**config.mk**
```make
export PLATFORM = sky130hd
export DESIGN_NAME = rc_wake_timer_reg
export DESIGN_NICKNAME = d
export VERILOG_FILES = /design/src/rtl/rcw_pkg.sv /design/src/rtl/rcw_bus_decode.sv /design/src/rtl/rcw_drv_reg.sv /design/src/rtl/rcw_sync.sv /design/src/rtl/rcw_rise_det.sv /design/src/rtl/rc_wake_timer_reg.sv
export SDC_FILE = /design/constraint.sdc
export NUM_CORES = 1
export LEC_CHECK = 0
export ABC_AREA = 1
export BUFFER_PORTS_ARGS = -buffer_cell sky130_fd_sc_hd__buf_2
export CAP_MARGIN = 20
export CORE_AREA = 2 2 39 41
export CTS_CLUSTER_SIZE = 24
export DETAILED_ROUTE_END_ITERATION = 10
export DIE_AREA = 0 0 41 43
export PLACE_DENSITY_LB_ADDON = 0.12
export SLEW_MARGIN = 20
export SYNTH_ARGS = -nofsm -noshare
export SYNTH_HDL_FRONTEND = slang
export SYNTH_SLANG_ARGS = --single-unit
```
**constraint.sdc**
```tcl
create_clock -name clk -period 1.2 [get_ports clk]
set_clock_uncertainty 0.15 [all_clocks]
set_input_delay 0.24 -clock clk [delete_from_list [all_inputs] [get_ports clk]]
set_output_delay 0.24 -clock clk [all_outputs]
set_load 0.005 [all_outputs]
```
**src/rtl/rcw_pkg.sv**
```systemverilog
package rcw_pkg;
  // Open-drain driver state held in the control flop
  typedef enum logic {
    DRV_RELEASE   = 1'b0,
    DRV_DISCHARGE = 1'b1
  } rcw_drv_e;

  localparam logic RCW_PIN_RESET_LVL = 1'b1;
endpackage

```
**src/rtl/rcw_bus_decode.sv**
```systemverilog
module rcw_bus_decode #(
  parameter int             ADDR_W   = 8,
  parameter int             DATA_W   = 8,
  parameter logic [ADDR_W-1:0] REG_ADDR = 8'h22
) (
  input  logic [ADDR_W-1:0] io_addr,
  input  logic              io_wr,
  input  logic              io_rd,
  input  logic [DATA_W-1:0] io_wdata,
  input  logic              pin_level,
  output logic              wr_hit,
  output logic              wr_bit,
  output logic [DATA_W-1:0] rdata
);
  localparam int PAD_W = DATA_W - 1;

  logic sel;
  logic unused_wdata;

  assign sel          = (io_addr == REG_ADDR);
  assign wr_hit       = io_wr & sel;
  assign wr_bit       = io_wdata[0];
  assign unused_wdata = ^io_wdata[DATA_W-1:1];

  always_comb begin
    rdata = '0;
    if (io_rd && sel) begin
      rdata = {{PAD_W{1'b0}}, pin_level};
    end
  end
endmodule

```
**src/rtl/rcw_drv_reg.sv**
```systemverilog
module rcw_drv_reg
  import rcw_pkg::*;
(
  input  logic clk,
  input  logic rst_n,
  input  logic wr_hit,
  input  logic wr_bit,
  output logic drive_low
);
  rcw_drv_e drv_q;
  rcw_drv_e drv_d;
  logic     drv_en;

  assign drv_en = wr_hit;

  always_comb begin
    drv_d = drv_q;
    if (drv_en) begin
      drv_d = wr_bit ? DRV_RELEASE : DRV_DISCHARGE;
    end
  end

  always_ff @(posedge clk or negedge rst_n) begin
    if (!rst_n) begin
      drv_q <= DRV_RELEASE;
    end else if (drv_en) begin
      drv_q <= drv_d;
    end
  end

  assign drive_low = (drv_q == DRV_DISCHARGE);
endmodule

```
**src/rtl/rcw_sync.sv**
```systemverilog
module rcw_sync #(
  parameter int   STAGES  = 2,
  parameter logic RST_VAL = 1'b1
) (
  input  logic clk,
  input  logic rst_n,
  input  logic d,
  output logic q
);
  logic [STAGES-1:0] chain_q;
  logic [STAGES-1:0] chain_d;

  generate
    for (genvar i = 0; i < STAGES; i++) begin : g_stage
      if (i == 0) begin : g_first
        assign chain_d[i] = d;
      end else begin : g_next
        assign chain_d[i] = chain_q[i-1];
      end

      always_ff @(posedge clk or negedge rst_n) begin
        if (!rst_n) begin
          chain_q[i] <= RST_VAL;
        end else begin
          chain_q[i] <= chain_d[i];
        end
      end
    end
  endgenerate

  assign q = chain_q[STAGES-1];
endmodule

```
**src/rtl/rcw_rise_det.sv**
```systemverilog
module rcw_rise_det
  import rcw_pkg::*;
(
  input  logic clk,
  input  logic rst_n,
  input  logic level,
  input  logic armed,
  output logic pulse
);
  logic prev_q;
  logic prev_d;

  assign prev_d = level;

  always_ff @(posedge clk or negedge rst_n) begin
    if (!rst_n) begin
      prev_q <= RCW_PIN_RESET_LVL;
    end else begin
      prev_q <= prev_d;
    end
  end

  assign pulse = armed & level & ~prev_q;
endmodule

```
**src/rtl/rc_wake_timer_reg.sv**
```systemverilog
module rc_wake_timer_reg
  import rcw_pkg::*;
#(
  parameter int                ADDR_W      = 8,
  parameter int                DATA_W      = 8,
  parameter logic [ADDR_W-1:0] REG_ADDR    = 8'h22,
  parameter int                SYNC_STAGES = 2
) (
  input  logic              clk,
  input  logic              rst_n,
  input  logic [ADDR_W-1:0] io_addr,
  input  logic              io_wr,
  input  logic              io_rd,
  input  logic [DATA_W-1:0] io_wdata,
  output logic [DATA_W-1:0] io_rdata,
  input  logic              pin_in,
  output logic              pin_drive_low,
  output logic              wake_irq,
  output logic              wake_req
);
  logic wr_hit;
  logic wr_bit;
  logic pin_level;
  logic rise;

  rcw_bus_decode #(
    .ADDR_W  (ADDR_W),
    .DATA_W  (DATA_W),
    .REG_ADDR(REG_ADDR)
  ) u_decode (
    .io_addr  (io_addr),
    .io_wr    (io_wr),
    .io_rd    (io_rd),
    .io_wdata (io_wdata),
    .pin_level(pin_level),
    .wr_hit   (wr_hit),
    .wr_bit   (wr_bit),
    .rdata    (io_rdata)
  );

  rcw_drv_reg u_drv (
    .clk      (clk),
    .rst_n    (rst_n),
    .wr_hit   (wr_hit),
    .wr_bit   (wr_bit),
    .drive_low(pin_drive_low)
  );

  rcw_sync #(
    .STAGES (SYNC_STAGES),
    .RST_VAL(RCW_PIN_RESET_LVL)
  ) u_sync (
    .clk  (clk),
    .rst_n(rst_n),
    .d    (pin_in),
    .q    (pin_level)
  );

  rcw_rise_det u_rise (
    .clk  (clk),
    .rst_n(rst_n),
    .level(pin_level),
    .armed(~pin_drive_low),
    .pulse(rise)
  );

  assign wake_irq = rise;
  assign wake_req = rise;
endmodule

```
# Yosys cells after proc, flatten, opt, wreduce, memory -nomap -nowiden
# Index checks and enable logic that the tools add are counted.
dict set report word_totals {
  inputBits 21
  elab_cells 13
  ff_bits 4
}
dict set report op_classes {
  n_eq_ne 1
  n_mux 2
  reduce_logical 1
  bitwise_logic 5
}
# operator n
set op_table {}
lappend op_table {{$eq A8 B6 Y1 const B} 1}
lappend op_table {{$and A1 B1 Y1} 3}
lappend op_table {{$mux W1} 2}
lappend op_table {{$not A1 Y1} 2}
lappend op_table {{$logic_and A1 B1 Y1} 1}

# Logic depth before layout (Yosys ltp)
dict set report depth {
  ltp_word 3
  mapped_depth 6
}

# Cells and area by module
# A second synthesis with hierarchy kept.
dict set report unflattened {
  hier_cells 39
  area_unflattened_um2 271.5
}
# mod seq_area_each_um2 cells_per_inst area_per_inst_um2 n_inst
set modules_own_cells {}
lappend modules_own_cells {rcw_bus_decode 0.0 26 127.6 1}
lappend modules_own_cells {rcw_sync 52.6 2 52.6 1}
lappend modules_own_cells {rcw_drv_reg 25.0 6 43.8 1}
lappend modules_own_cells {rcw_rise_det 26.3 3 36.3 1}
lappend modules_own_cells {rc_wake_timer_reg 0.0 2 11.3 1}

# Least setup slack after synthesis
# Ideal clock, no wire load.
dict set report synth_timing {
  path_type {register to output}
  start {reg u_sync.chain_q[1] (netlist: u_sync.q)}
  end {out wake_req}
  arrival_ns 0.949
  required_ns 0.810
  n_path_buf 1
  path_slack_ns -0.139
  path_stages_with_launch 3
  cell_sequence {dfstp_2 nor3b_1 buf_4}
}
dict set report synth_via {
  elab_chain_len 2
}
# element line
set synth_lines {}
lappend synth_lines {{start: declaration} rcw_sync.sv:10} ;# logic [STAGES-1:0] chain_q;
lappend synth_lines {{start signal: indexed assignment} rcw_sync.sv:25} ;# chain_q[i] <= chain_d[i];
lappend synth_lines {{$and A1 B1 Y1 (2 in series)} rcw_rise_det.sv:23} ;# assign pulse = armed & level & ~prev_q;
lappend synth_lines {{end: declaration} rc_wake_timer_reg.sv:19} ;# output logic wake_req
# Every way passes these cells.

# Worst setup path in the final report
# Same ends and word-level chain as after synthesis.

==> metrics.csv <==
stage,metric,value,unit
min_path,holdPathEnd,u_drv.drive_low,
clock_tree,path_clk_slew,40,ps
synthesis,async_flop_share,100,%
synthesis,ys_seq_area_share,40.1,%
timing,fin_crit,1450,ps
min_path,hold_class,in2reg,
timing,hold-worst-slack,123,ps
timing,rsz0062_at_grt,yes,
floorplanning,rows,14,
outcome,violations,negative setup slack,
place,place_ws,-30.3,ps
clock_tree,cts.path.max_buffers,2,
clock_tree,cts_tree,done,
cells_and_area,final_cell_area,407,µm²
clock_tree,cts-root-buf,clkbuf_4,
setup_path,cp.arrival,1060,ps
setup_path,cp-start-kind,flop,
clock_tree,htree_levels,1,
floorplanning,dieHeight,43,µm
global_routing,grt_usage,6.96,%
cells_and_area,diodes,0,
global_routing,antenna_found_initial,0,
power,cellPowerDensity,951,nW/µm²
global_routing,grt_first_pass_wirelength,821,µm
cells_and_area,area_delta_synth_final,57.0,%
clock_tree,cts.sinks,4,
detailed_routing,avgViaCountPerCell,3.32,
place,placed_area,353,µm²
synthesis,synth.avg_cell_area,7.62,µm²
detailed_routing,vias,246,
place,io_buffers,17,
cells_and_area,drive_above_1_share,50.0,%
min_path,min_from,io_wdata[0],
synthesis,synth_top_area_share,30.4,%
detailed_routing,drc,0,
place,place.gp.congestion,0.572,
power,leakage,0.244,nW
min_path,hold_path_depth,4,
floorplanning,fp.coreArea,1380,µm²
detailed_routing,drt-wirelength-per-cell,6.22,µm
setup_path,r2r_start,u_drv.drive_low,
job,maxCapViolCount,0,
clock_tree,clock_latency,220,ps
timing,final-setup-viol-count,3,
cells_and_area,nets,80,
outcome,status,"finished, violations left",
detailed_routing,postRouteAntennaNets,0,
setup_path,path_class,reg2out,
synthesis,syn_area,259,µm²
cells_and_area,seqCellArea,104,µm²
cells_and_area,finish.utilization,29.4,%
power,ir_drop,0.266,mV
synthesis,synth_area_leaders,"dfstp_2 (30%), buf_4 (23%), nand2_1 (12%)",
synthesis,ys_ff_latch,4,
timing,slew_viol_final,0,
setup_path,r2r_slack,300,ps
setup_path,worstSetupEndpointType,output port,
synthesis,yosysTopAreaCell,dfstp_2,
synthesis,synth_edf_count,0,
clock_tree,cts_buffers,3,
setup_path,required,810,ps
timing,setup_ws,-251,ps
floorplanning,die_w,41,µm
synthesis,yosysUniqueCellTypes,11,
setup_path,r2r_cells,3,
detailed_routing,routed_wl,460,µm
timing,timing.final.crit_share,121,%
floorplanning,dieArea,1760,µm²
cells_and_area,multi_input_area,103,µm²
timing,fmax,689,MHz
timing,hold_viol_final,0,
floorplanning,ios,32,
timing,fin_tns_setup,-679,ps
global_routing,overflow,0,
setup_path,worstReg2RegEnd,u_drv.drive_low,
setup_path,cp_max_fo,3,
synthesis,yosys-top-cells-count,"buf_4 (8), nand2_1 (8), inv_1 (7)",
detailed_routing,firstDrtPassIters,3,
synthesis,syn_inst,34,
synthesis,yosysWarnings,0,
place,dp_hpwl,417,µm
floorplanning,start_util,18.7,%
synthesis,synth_ff_type,dfstp_2,
global_routing,grt_max_degree,5,
global_routing,first_global_vias,234,
detailed_routing,drt_iter0_markers,2,
cells_and_area,fill_cells,155,
-- metal layers --
| layer | up-vias | wire length, µm | GRT usage [%] |
|---|---|---|---|
| met5 | - | 0 | 0 |
| met4 | 0 | 0 | 6.00 |
| met3 | 0 | 71 | 2.62 |
| met2 | 14 | 226 | 10.0 |
| met1 | 101 | 161 | 7.49 |
| li1 | 131 | - | - |
-- critical path, cell delays in order, from the launching register on --
cell and delay, ps:
dfstp_2 530, nor3b_4 170, buf_2 130
-- cell families (layout without fill, tap and decap cells) --
group | after synthesis | count (layout) | synth area share, %
buffers and inverters | 15 | 33 | 33.3
and+or+nand+nor | 14 | 14 | 25.1
other | 1 | 7 | 1.45
DFF | 4 | 4 | 40.1
-- registers in the layout (all words and copies together), names as in the netlist --
signal,count
u_drv.drive_low,1
u_rise.prev_q,1
u_sync.chain_d,1
u_sync.q,1
-- through the flow --
| step | power (mW) | std cells |
|---|---|---|
| detailed placement | 0.207 | 67 |
| finish | 0.387 | 74 |
| CTS | 0.394 | 73 |
| global route | 0.419 | 74 |
| global placement | 0.205 | 67 |
| floorplan | 0.193 | 40 |
-- repair_timing --
item                                    in CTS  in global routing
setup buffers                                0                  1
endpoints found under the setup margin       3                  4
gates resized for setup                      0                  0
hold endpoints to repair                     5                  0
gates cloned                                 0                  0
hold buffers                                 2                  0
pin swaps                                    2                  0
-- cell type report --
type / count / share of cell area (%)
Clock buffer: 4 / 6.46
Inverter: 7 / 6.46
Multi-Input combinational cell: 21 / 25.2
Sequential cell: 4 / 25.5
Tap cell: 16 / 4.92
Timing Repair Buffer: 22 / 31.4
-- worst max path at each step --
stage	end	start	slack (ps)
floorplan	wake_req	u_sync.q	-30
global placement	wake_irq	u_sync.q	-20
detailed placement	wake_req	u_sync.q	-30
CTS	wake_req	u_sync.q	-270
global route	wake_irq	u_sync.q	-310
finish	wake_req	u_sync.q	-250
-- power by group --
group / total (mW) / switching, mW / internal (mW) / leakage, nW
Combinational: 0.0599 / 0.0254 / 0.0345 / 0.184
Sequential: 0.152 / 0.00502 / 0.147 / 0.0453
Clock: 0.175 / 0.0507 / 0.124 / 0.0150
Total: 0.387 / 0.0812 / 0.305 / 0.244
-- cell usage in the layout (no fill, tap or decap) --
master | synthesis | layout
dlygate4sd3_1 | 0 | 2
nand2_1 | 8 | 8
dfrtp_1 | 1 | 1
clkbuf_4 | 0 | 3
nor2_2 | 2 | 2
dfstp_2 | 3 | 3
conb_1 | 1 | 7
nand4_1 | 1 | 1
nand3_1 | 1 | 1
nor3b_4 | 0 | 1
clkbuf_1 | 0 | 1
buf_4 | 8 | 3
nor2_1 | 1 | 1
inv_1 | 7 | 7
buf_2 | 0 | 17
Power figures use the tool's default switching activity.
